[src/rtl/stall_ctrl_pkg.sv]
package stall_ctrl_pkg;
   typedef enum logic [2:0] {
      ST_IDLE    = 3'd0,
      ST_RUN     = 3'd1,
      ST_BLOCKED = 3'd2,
      ST_UNBLOCK = 3'd3,
      ST_SQUASH  = 3'd4
   } stage_state_e;
endpackage

[src/rtl/group_skid_fifo.sv]
module group_skid_fifo #(
   parameter int GRP_W = 32,
   parameter int DEPTH = 4,
   localparam int PW = (DEPTH > 1) ? $clog2(DEPTH) : 1,
   localparam int CW = $clog2(DEPTH + 1)
) (
   input  logic             clk,
   input  logic             rst_n,
   input  logic             push,
   input  logic             pop,
   input  logic             flush,
   input  logic [GRP_W-1:0] wdata,
   output logic [GRP_W-1:0] head,
   output logic             empty,
   output logic             full,
   output logic [CW-1:0]    count,
   output logic             ovf_sticky
);
   localparam bit IS_POW2 = (DEPTH > 1) && ((DEPTH & (DEPTH - 1)) == 0);

   logic [GRP_W-1:0] mem [DEPTH];
   logic [PW-1:0]    rd_ptr, wr_ptr, rd_nxt, wr_nxt;
   logic             do_push, do_pop, drop;

   assign empty   = (count == '0);
   assign full    = (count == CW'(DEPTH));
   assign do_pop  = pop && !empty && !flush;
   assign do_push = push && !flush && (!full || do_pop);
   assign drop    = push && !flush && full && !do_pop;
   assign head    = mem[rd_ptr];

   generate
      if (IS_POW2) begin : g_wrap_natural
         assign rd_nxt = rd_ptr + PW'(1);
         assign wr_nxt = wr_ptr + PW'(1);
      end else begin : g_wrap_compare
         assign rd_nxt = (rd_ptr == PW'(DEPTH - 1)) ? '0 : rd_ptr + PW'(1);
         assign wr_nxt = (wr_ptr == PW'(DEPTH - 1)) ? '0 : wr_ptr + PW'(1);
      end
   endgenerate

   always_ff @(posedge clk) begin
      if (do_push) mem[wr_ptr] <= wdata;
   end

   always_ff @(posedge clk) begin
      if (!rst_n) begin
         rd_ptr     <= '0;
         wr_ptr     <= '0;
         count      <= '0;
         ovf_sticky <= 1'b0;
      end else begin
         if (drop) ovf_sticky <= 1'b1;
         if (flush) begin
            rd_ptr <= '0;
            wr_ptr <= '0;
            count  <= '0;
         end else begin
            if (do_push) wr_ptr <= wr_nxt;
            if (do_pop)  rd_ptr <= rd_nxt;
            case ({do_push, do_pop})
               2'b10:   count <= count + CW'(1);
               2'b01:   count <= count - CW'(1);
               default: count <= count;
            endcase
         end
      end
   end
endmodule

[src/rtl/stage_status_fsm.sv]
module stage_status_fsm
   import stall_ctrl_pkg::*;
#(
   parameter int DEPTH = 4,
   localparam int CW = $clog2(DEPTH + 1)
) (
   input  logic         clk,
   input  logic         rst_n,
   input  logic         up_valid,
   input  logic         dn_stall,
   input  logic         cmt_squash,
   input  logic         rob_squashing,
   input  logic         iq_full,
   input  logic         skid_empty,
   input  logic [CW-1:0] skid_count,
   output logic         push,
   output logic         pop,
   output logic         flush,
   output logic         disp_valid,
   output logic         disp_from_skid,
   output logic         up_stall,
   output logic         squashing
);
   stage_state_e st, nxt;
   logic         sq_req;

   assign sq_req = cmt_squash | rob_squashing;

   always_comb begin
      nxt            = st;
      push           = 1'b0;
      pop            = 1'b0;
      flush          = 1'b0;
      disp_valid     = 1'b0;
      disp_from_skid = 1'b0;
      unique case (st)
         ST_IDLE, ST_RUN: begin
            if (sq_req) begin
               nxt   = ST_SQUASH;
               flush = 1'b1;
            end else if (dn_stall || (up_valid && iq_full)) begin
               nxt  = ST_BLOCKED;
               push = up_valid;
            end else if (up_valid) begin
               nxt        = ST_RUN;
               disp_valid = 1'b1;
            end
         end
         ST_BLOCKED: begin
            if (sq_req) begin
               nxt   = ST_SQUASH;
               flush = 1'b1;
            end else begin
               push = up_valid;
               if (!dn_stall && !iq_full) nxt = ST_UNBLOCK;
            end
         end
         ST_UNBLOCK: begin
            if (sq_req) begin
               nxt   = ST_SQUASH;
               flush = 1'b1;
            end else if (dn_stall || iq_full) begin
               nxt  = ST_BLOCKED;
               push = up_valid;
            end else begin
               push           = up_valid;
               pop            = !skid_empty;
               disp_valid     = !skid_empty;
               disp_from_skid = 1'b1;
               if (!up_valid && (skid_empty || skid_count == CW'(1)))
                  nxt = ST_RUN;
            end
         end
         ST_SQUASH: begin
            flush = 1'b1;
            if (!sq_req) nxt = ST_RUN;
         end
         default: nxt = ST_IDLE;
      endcase
   end

   always_ff @(posedge clk) begin
      if (!rst_n) st <= ST_IDLE;
      else        st <= nxt;
   end

   assign up_stall  = (st == ST_BLOCKED) || (st == ST_UNBLOCK) || (st == ST_SQUASH);
   assign squashing = (st == ST_SQUASH);
endmodule

[src/rtl/stage_stall_ctrl.sv]
module stage_stall_ctrl #(
   parameter int GRP_W      = 32,
   parameter int SKID_DEPTH = 4
) (
   input  logic             clk,
   input  logic             rst_n,
   input  logic             up_valid,
   input  logic [GRP_W-1:0] up_group,
   input  logic             dn_stall,
   input  logic             cmt_squash,
   input  logic             rob_squashing,
   input  logic             iq_full,
   output logic             up_stall,
   output logic             disp_valid,
   output logic [GRP_W-1:0] disp_group,
   output logic             squashing,
   output logic             skid_overflow
);
   localparam int CW = $clog2(SKID_DEPTH + 1);

   generate
      if (GRP_W < 1) begin : g_bad_width
         $error("stage_stall_ctrl: GRP_W must be at least 1");
      end
      if (SKID_DEPTH < 1) begin : g_bad_depth
         $error("stage_stall_ctrl: SKID_DEPTH must be at least 1");
      end
   endgenerate

   logic             push, pop, flush, from_skid, sk_empty, sk_full;
   logic [CW-1:0]    sk_count;
   logic [GRP_W-1:0] sk_head;

   group_skid_fifo #(.GRP_W(GRP_W), .DEPTH(SKID_DEPTH)) u_skid (
      .clk        (clk),
      .rst_n      (rst_n),
      .push       (push),
      .pop        (pop),
      .flush      (flush),
      .wdata      (up_group),
      .head       (sk_head),
      .empty      (sk_empty),
      .full       (sk_full),
      .count      (sk_count),
      .ovf_sticky (skid_overflow)
   );

   stage_status_fsm #(.DEPTH(SKID_DEPTH)) u_fsm (
      .clk            (clk),
      .rst_n          (rst_n),
      .up_valid       (up_valid),
      .dn_stall       (dn_stall),
      .cmt_squash     (cmt_squash),
      .rob_squashing  (rob_squashing),
      .iq_full        (iq_full),
      .skid_empty     (sk_empty),
      .skid_count     (sk_count),
      .push           (push),
      .pop            (pop),
      .flush          (flush),
      .disp_valid     (disp_valid),
      .disp_from_skid (from_skid),
      .up_stall       (up_stall),
      .squashing      (squashing)
   );

   assign disp_group = from_skid ? sk_head : up_group;

   logic unused_full;
   assign unused_full = sk_full;
endmodule

[config.mk]
export PLATFORM = sky130hd
export DESIGN_NAME = stage_stall_ctrl
export DESIGN_NICKNAME = d
export VERILOG_FILES = /design/src/rtl/stall_ctrl_pkg.sv /design/src/rtl/group_skid_fifo.sv /design/src/rtl/stage_status_fsm.sv /design/src/rtl/stage_stall_ctrl.sv
export SDC_FILE = /design/constraint.sdc
export NUM_CORES = 1
export LEC_CHECK = 0
export ABC_CLOCK_PERIOD_IN_PS = 2800
export BUFFER_PORTS_ARGS = -buffer_cell sky130_fd_sc_hd__buf_2
export CORE_MARGIN = 1
export CORE_UTILIZATION = 42
export DETAILED_ROUTE_END_ITERATION = 6
export HOLD_SLACK_MARGIN = 0.15
export PLACE_DENSITY = 0.64
export SYNTH_ARGS = -nofsm -noshare
export SYNTH_HDL_FRONTEND = slang
export SYNTH_HIERARCHICAL = 1
export SYNTH_SLANG_ARGS = --single-unit
[constraint.sdc]
create_clock -name clk -period 2.8 [get_ports clk]
set_input_delay 0.56 -clock clk [delete_from_list [all_inputs] [get_ports clk]]
set_output_delay 0.56 -clock clk [all_outputs]
set_load 0.1 [all_outputs]
Yosys cells after proc, flatten, opt, wreduce, memory -nomap -nowiden

Memory sizes are Yosys's and may differ from the RTL's. A register that Yosys moved wholly into a read port is not among the register bits.
Cells that the tools add are included.

Bits in writable memories: 128
Output and inout bits: 36
Memories: 1
Flip-flop bits (word level): 11
Word-level logic and storage cells: 86

Memories:

| memory     | words | bits a word | rd ports | clocked after memory_dff | wr ports | RTL line              | RTL |
|---|---|---|---|---|---|---|---|
| u_skid.mem | 4     | 32          | 1        | 1                        | 1        | group_skid_fifo.sv:21 | `logic [GRP_W-1:0] mem [DEPTH];` |

Bitwise gates (word level): 2
Add/subtract/negate cells: 4
Equality and inequality tests: 12
Mux-type cells: 32
Reductions and logical operators: 30

Operators by type and width:

| operator                                                           | number |
|---|---|
| 32-bit 2-to-1 mux                                                  | 1 |
| 3-bit 2-to-1 mux                                                   | 9 |
| 1-bit 2-to-1 mux                                                   | 15 |
| 3-bit one-hot mux with 4 select lines                              | 1 |
| 1-bit logical AND                                                  | 9 |
| 1-bit zero test                                                    | 7 |
| 3-bit by 1-bit == test with 1-bit output, second input constant    | 2 |
| 3-bit by 2-bit == test with 1-bit output, second input constant    | 2 |
| 3-bit == test, second input constant                               | 2 |
| 3-bit zero test                                                    | 2 |
| 1-bit logical OR                                                   | 6 |
| 1-bit one-hot mux with 2 select lines                              | 3 |
| 3-bit one-hot mux with 2 select lines                              | 1 |
| 2-bit OR reduction                                                 | 3 |
| 2-bit by 1-bit adder with 2-bit output, second input constant      | 2 |
| 2-bit 2-to-1 mux                                                   | 2 |
| 4-bit by 1-bit != test with 1-bit output, second input constant    | 1 |
| 4-bit by 2-bit != test with 1-bit output, second input constant    | 1 |
| 4-bit AND reduction                                                | 1 |
| 4-bit OR reduction                                                 | 1 |
| 3-bit by 1-bit adder with 3-bit output, second input constant      | 1 |
| 3-bit by 1-bit != test with 1-bit output, second input constant    | 1 |
| 3-bit by 1-bit subtractor with 3-bit output, second input constant | 1 |
| 2-bit by 1-bit == test with 1-bit output, second input constant    | 1 |
| 5 further kinds                                                    | 5 |

Logic depth before layout (Yosys ltp)

Gate-level depths: netlist of run 1.

Word-level depth: 11
Mapped depth: 11
Depth with buffers taken out: 10

Hierarchy

Netlist of run 1, hierarchy kept.

By module, submodules not included:

| module           | times used | seq. area each (um^2) | area each (um^2) | cells each |
|---|---|---|---|---|
| group_skid_fifo  | 1          | 4043.9                | 5166.2           | 227 |
| stage_stall_ctrl | 1          | 0.0                   | 544.3            | 36 |
| stage_status_fsm | 1          | 60.1                  | 252.7            | 36 |

Least setup slack after synthesis of run 1

Ideal clock, no wire load.

Path type: register to output
Start: register u_fsm.st[1]
End: output up_stall
Slack: -0.313 ns
Cell stages (with the launch flop): 4
Buffers on the path: 1
Arrival: 2.553 ns
Path through: dfxtp_1 buf_6 inv_1 o21ai_0

Cells in the longest elaborated chain, start to end: 3
Elaborated cells on any way between the ends: 5
Those cells by class: eq/ne (3); reduce/logical (2)

RTL lines:

| what                                     | RTL line               | RTL |
|---|---|---|
| start: declaration                       | stage_status_fsm.sv:24 | `stage_state_e st, nxt;` |
| start signal: assignment                 | stage_status_fsm.sv:84 | `else st <= nxt;` |
| 3-bit by 2-bit == test with 1-bit output | stage_status_fsm.sv:87 | `assign up_stall = (st == ST_BLOCKED) \|\| (st == ST_UNBLOCK) \|\| (st == ST_SQUASH);` |
| 1-bit logical OR                         | stage_status_fsm.sv:87 |  |
| 1-bit logical OR (*)                     | stage_status_fsm.sv:87 |  |
| end: declaration                         | stage_stall_ctrl.sv:13 | `output logic up_stall,` |

Every way passes the cells marked *; elsewhere a longest branch is shown, timed or not.

==> results of run 1 <==
through the flow:
stage | area (sq um) | hold slack, ps | power, mW | util
after floorplan | 5960 | 476 | 2.62 | -
after global placement | 6900 | 485 | 2.73 | 0.497
after detailed placement | 6900 | 484 | 2.74 | 0.497
after CTS | 7450 | 360 | 4.75 | 0.537
after global routing | 7450 | 368 | 4.85 | 0.537
final | 7450 | 376 | 4.70 | 0.537
state kept, by name, indices dropped and copies added (netlist names), named ones only:
signal,count
u_skid/ovf_sticky,1
u_fsm/st,3
u_skid/wr_ptr,2
u_skid/mem,128
u_skid/rd_ptr,2
u_skid/count,3
layout by cell type, fill, tap and decap left out, drive strengths merged, types with 2 or more instances in the layout:
cell type	instances
nand3	3
mux2	32
a21oi	3
nor3	2
dfxtp	13
buf	98
or2	2
ha	4
nand2	5
a211oi	2
o21ai	3
nor2b	4
xnor2	4
and2	6
mux4	32
inv	10
clkinv	11
o21bai	2
clkbuf	18
edfxtp	128
mux2i	2
nor2	14
timing repair:
item | CTS | global route
hold endpoints to repair | 0 | 0
resized for setup | 6 | 0
setup endpoints to repair | 28 | 25
setup buffers | 0 | 0
pin swaps | 0 | 1
critical path, cell delays in order (launching register included):
cell and delay [ps]:
dfxtp_2 350, buf_6 240, mux4_2 560, mux2_4 270, buf_2 290
power by group through the flow:
| stage | Combinational [mW] | Sequential (mW) | Clock (mW) |
|---|---|---|---|
| after global placement | 0.386 | 2.35 | 0 |
| after detailed placement | 0.392 | 2.35 | 0 |
| after CTS | 0.396 | 2.30 | 2.05 |
| after floorplan | 0.272 | 2.35 | 0 |
| after global routing | 0.411 | 2.30 | 2.14 |
| final | 0.393 | 2.31 | 2.01 |
worst min path at each step:
stage,cells past startpoint,slack (ps),endpoint
3_5_place_dp,2,480,u_skid/ovf_sticky$_SDFFE_PN0P_
3_3_place_gp,2,490,u_skid/ovf_sticky$_SDFFE_PN0P_
5_1_grt,1,370,u_skid/mem[2][31]$_DFFE_PP_
2_1_floorplan,1,480,u_fsm/st[2]$_SDFFE_PN0P_
4_1_cts,1,360,u_skid/mem[0][27]$_DFFE_PP_
6_report,1,380,u_skid/mem[0][31]$_DFFE_PP_
per-layer routing:
layer / track usage / vias to the layer above / wire [microns]
met5: 0 / - / 0
met4: 0.0625 / 0 / 130
met3: 0.0484 / 12 / 535
met2: 0.256 / 84 / 5290
met1: 0.200 / 1557 / 4530
li1: - / 1410 / -
layout make-up:
class | count | area share
multi-input combinational | 136 | 0.232
sequential | 141 | 0.551
tap | 180 | 0.0302
timing repair buffer | 98 | 0.111
clock inverter | 14 | 0.0138
clock buffer | 18 | 0.0576
inverter | 9 | 0.00453
==> metrics.txt, run 1 <==
outcome=finished with violations; failing checks=design-rule violations; RSZ-0062 raised after global routing=no; initial antenna violation count=0; final hold violation count=0; Seq. cell area=4110 sq um; CTS Hold Bufs=0; area occupied by multi-input gates=1730 sq um; Core ar.=13900 sq um; Yosys warnings=6; worst r2r dst=u_skid/mem[3][30]$_DFFE_PP_; I/O pin cnt=75; Arr. time, crit path=2130 ps; Worst Reg2Reg Path Length in Cells=9; DRC=1; DRT antenna net count=0; Tightest Pin Transition=493 ps; drt first pass iters=7; gr ovfl total=0; Synth Area per Inst=20.0 sq um; WL final=10500 microns; CP endpoint=disp_group[10]; Max FO, Critical Path=15; largest net degree at the start of global routing=25; clock tree buffer depth=2; sw frac=0.232; # H-tree levels=4; CP Launch Type=register; Seq pwr share=0.490; Tcrit/Tclk final=0.960; placed insts=564; Num CTS Buffers=17; FILL cells=1120; Mapped Cells=298; worst hold path class=in -> reg; Cell Pwr Density=631 nW/um^2; Skew-Pair Late Insertion Delay=410 ps; Max-slew headroom=0.667; combinational share of power=0.084; Area growth, synth to finish=25.1%; crit path capture type=output pin; Root Buffer=clkbuf_16; Final WS setup=111 ps; post-DP HPWL=6750 microns; first-pass GRT wire length=16600 microns; R2R setup slack=270 ps; share of cells above drive strength 1=0.490; VDD IR-drop max=0.417 mV; min Tclk post-route=2690 ps; antenna fix cells=0; min-delay src=up_group[31]; Die Span Y=121 microns; setup slack at placement=10.3 ps; PortBufs=74; CTS tree=done; Slew Viols, Final=0; Placer Congestion=0.749; Syn Nets=342; Sw Pwr=1.09 mW; clk slew on worst S/H paths=50 ps; row count=43; final setup TNS=0 ps; Int Pwr=3.61 mW; origin of the critical flop-to-flop path=u_skid/count[2]$_SDFFE_PP0P_; total die area=14700 sq um; fin nets=447; # setup viols final=0; via count=3063; Max-cap violations=0; Iter 0 DRT Violations=173; Clock Power Share=0.426; static leakage power=2.59 nW; vias in the first global route=3180; DR vias/cell=5.14; Clock Sinks=141; crit path kind=reg -> out; WP data required=2240 ps; Post-Syn Area=5960 sq um; Clock Skews=3.71 ps; Routed WL per cell=17.6 microns; Achievable Freq=372 MHz; die width=121 microns; Initial Util=0.429; fin cells=596; GRT Total Usage=0.159
Note: power is estimated with default switching activity, not from simulation.
==> run 2, diff against run 1 <==
--- a/config.mk
+++ b/config.mk
@@ -5,13 +5,13 @@
 export SDC_FILE = /design/constraint.sdc
 export NUM_CORES = 1
 export LEC_CHECK = 0
-export ABC_CLOCK_PERIOD_IN_PS = 2800
+export ABC_CLOCK_PERIOD_IN_PS = 2490
 export BUFFER_PORTS_ARGS = -buffer_cell sky130_fd_sc_hd__buf_2
 export CORE_MARGIN = 1
 export CORE_UTILIZATION = 42
 export DETAILED_ROUTE_END_ITERATION = 6
 export HOLD_SLACK_MARGIN = 0.15
-export PLACE_DENSITY = 0.64
+export PLACE_DENSITY = 0.62
 export SYNTH_ARGS = -nofsm -noshare
 export SYNTH_HDL_FRONTEND = slang
 export SYNTH_HIERARCHICAL = 1
==> constraint.sdc (replaced) <==
create_clock -name clk -period 2.49 [get_ports clk]
set_input_delay 0.498 -clock clk [delete_from_list [all_inputs] [get_ports clk]]
set_output_delay 0.498 -clock clk [all_outputs]
set_load 0.1 [all_outputs]
==> run 2 against run 1 <==
Effect of this change: the run ends with design-rule violations, negative setup slack left; register-to-register slack worse by 50 ps; count of clock-buffer cells in the layout up 2; first-iteration DRC count fell by 4.6%; sequential power is 12% higher; clock power is 26% higher; sequential cell count unchanged; critical path type unchanged; largest cell class unchanged; highest routed layer unchanged.
==> metrics.txt, run 2 (synthesized netlist as in run 1, its figures left out) <==
Max FO, Critical Path=7 (was 15); Worst Reg2Reg Path Length in Cells=11 (was 9); Final Util=0.593 (was 0.537); GR Layer Usage met3=0.0475 (was 0.0484); FILL cells=1043 (was 1120); row count=43 (unchanged); via count=3175 (was 3063); Final Power=5.63 mW (was 4.70 mW); Area growth, synth to finish=38.1% (was 25.1%); DRT antenna net count=0 (unchanged); Slew Viols, Final=0 (unchanged); CP cell instances=clkbuf_16, mux4_2, mux2_4, buf_12 (was buf_6, mux4_2, mux2_4, buf_2); Achievable Freq=390 MHz; vias in the first global route=3294 (was 3180); Routed WL per cell=18.7 microns (was 17.6 microns); Max-cap violations=0 (unchanged); Max-slew headroom=0.680 (was 0.667); most frequent cells in the layout=edfxtp_1, buf_12, buf_2, mux2_4, mux4_2 (was edfxtp_1, buf_2, mux4_2, mux2_4); RSZ-0062 raised after global routing=yes (was no); slowest CP cell=mux4_2 (unchanged); CTS tree=done (unchanged); met1 GRT Util=0.214 (was 0.200); gr ovfl total=0 (unchanged); static leakage power=2.91 nW (was 2.59 nW); Top Registers=u_skid/mem x128, u_fsm/st x3, u_skid/count x3 (unchanged); Root Buffer=clkbuf_16 (unchanged); min Tclk post-route=2570 ps; largest net degree at the start of global routing=33 (was 25); first-pass GRT wire length=17400 microns (was 16600 microns); # setup viols final=31 (was 0); final hold violation count=0 (unchanged); outcome=finished with violations (unchanged); Initial Util=0.429 (unchanged); die width=121 microns (unchanged); worst hold path class=in -> reg (unchanged); Tcrit/Tclk final=1.03; VDD IR-drop max=0.385 mV (was 0.417 mV); failing checks=design-rule violations, negative setup slack (was design-rule violations); I/O pin cnt=75 (unchanged); fin nets=469 (was 447); CP Launch Type=register (unchanged); crit-path leading delay family=multiplexers (unchanged); DRC=2 (was 1); Buf/Inv on CP=2 (unchanged); Slowest Stage Delay on Critical Path=500 ps (was 560 ps); initial antenna violation count=0 (unchanged); Largest Register=u_skid/mem (unchanged); clock tree buffer depth=2 (unchanged); R2R setup slack=220 ps (was 270 ps); post-DP HPWL=7050 microns (was 6750 microns); min-delay src=up_group[26] (was up_group[31]); # H-tree levels=4 (unchanged); Iter 0 DRT Violations=165 (was 173); Largest register FFs=128 (unchanged); Placer Congestion=0.715 (was 0.749); Clock Skews=9.86 ps (was 3.71 ps); origin of the critical flop-to-flop path=u_fsm/st[2]$_SDFFE_PN0P_ (was u_skid/count[2]$_SDFFE_PP0P_); total die area=14700 sq um (unchanged); Arr. time, crit path=2070 ps (was 2130 ps); crit path kind=reg -> out (unchanged); worst hold endpoint=u_skid/mem[0][26]$_DFFE_PP_ (was u_skid/mem[0][31]$_DFFE_PP_); worst r2r dst=u_skid/count[2]$_SDFFE_PP0P_ (was u_skid/mem[3][30]$_DFFE_PP_); Worst Hold Depth=1 (unchanged); Num CTS Buffers=17 (unchanged); Die Span Y=121 microns (unchanged); Cell Pwr Density=685 nW/um^2 (was 631 nW/um^2); Tightest Pin Transition=483 ps (was 493 ps); WP data required=1990 ps (was 2240 ps); WL final=11600 microns (was 10500 microns); Core ar.=13900 sq um (unchanged); CTS Hold Bufs=0 (unchanged); Clock Sinks=141 (unchanged); gr busiest metal=met2 (unchanged); share of cells above drive strength 1=0.534 (was 0.490); Final WS setup=-75.9 ps (was 111 ps); crit path capture type=output pin (unchanged); PortBufs=74 (unchanged); antenna fix cells=0 (unchanged); DR vias/cell=5.14 (about the same); commonest non-fill, non-tap cell in the layout=edfxtp_1 (unchanged); clk slew on worst S/H paths=60 ps (was 50 ps); GRT Total Usage=0.165 (was 0.159); drt first pass iters=6 (was 7); Skew-Pair Late Insertion Delay=410 ps (about the same); met2 usage=0.258 (was 0.256)
==> run 2: cell type report <==
cell class | count | area [sq um] | share of cell area
Tap cell | 180 | 225 | 0.0274
Multi-Input combinational cell | 136 | 1760 | 0.213
Sequential cell | 141 | 4110 | 0.500
Inverter | 9 | 33.8 | 0.00411
Clock buffer | 20 | 437 | 0.0531
Clock inverter | 12 | 161 | 0.0196
Timing Repair Buffer | 120 | 1500 | 0.183
==> run 2: timing repair <==
item / CTS / global route
pin swaps: 3 / 0
gates cloned: 3 / 3
resized for setup: 58 / 32
setup buffers: 7 / 0
setup endpoints to repair: 32 / 34
==> run 2: worst reg2reg max path, delay by kind of cell, from the launching register on <==
kind	cells	cell delay, ps
DFF	1	350
AOI/OAI and AO/OA	1	130
muxes	1	200
and+or+nand+nor	7	980
adders and majority gates	1	380
buffers and inverters	1	150
==> run 2: worst max path at each step <==
stage               depth (start not counted)                            to  slack (ps)
floorplan                                  10  u_skid/count[2]$_SDFFE_PP0P_          20
global placement                            7                disp_group[31]         -80
detailed placement                         11  u_skid/count[2]$_SDFFE_PP0P_        -190
CTS                                         4                disp_group[29]         -60
global route                                8                disp_group[30]        -150
finish                                      4                disp_group[22]         -80
==> run 2: where the power goes <==
group,total [mW],internal (mW),switching [mW]
sequential,2.59,2.59,0.00466
clock,2.53,1.58,0.941
combinational,0.520,0.190,0.330
total,5.63,4.36,1.28
==> run 2: routing by layer <==
layer / vias up / share of wire
li1: 1457 / -
met1: 1623 / 0.45
met2: 79 / 0.50
met3: 16 / 0.038
met4: 0 / 0.015
met5: - / 0
==> run 2: metrics by stage <==
step | hold WS, ps | setup slack [ps] | area [sq um] | setup TNS (ps) | instances
final | 311 | -75.9 | 8230 | -1130 | 618
after global routing | 305 | -149 | 8230 | -3380 | 618
after CTS | 295 | -61.1 | 8010 | -579 | 615
after detailed placement | 508 | -192 | 7080 | -7040 | 573
after global placement | 505 | -83.6 | 7080 | -1690 | 573
after floorplan | 476 | 17.2 | 5970 | 0 | 298
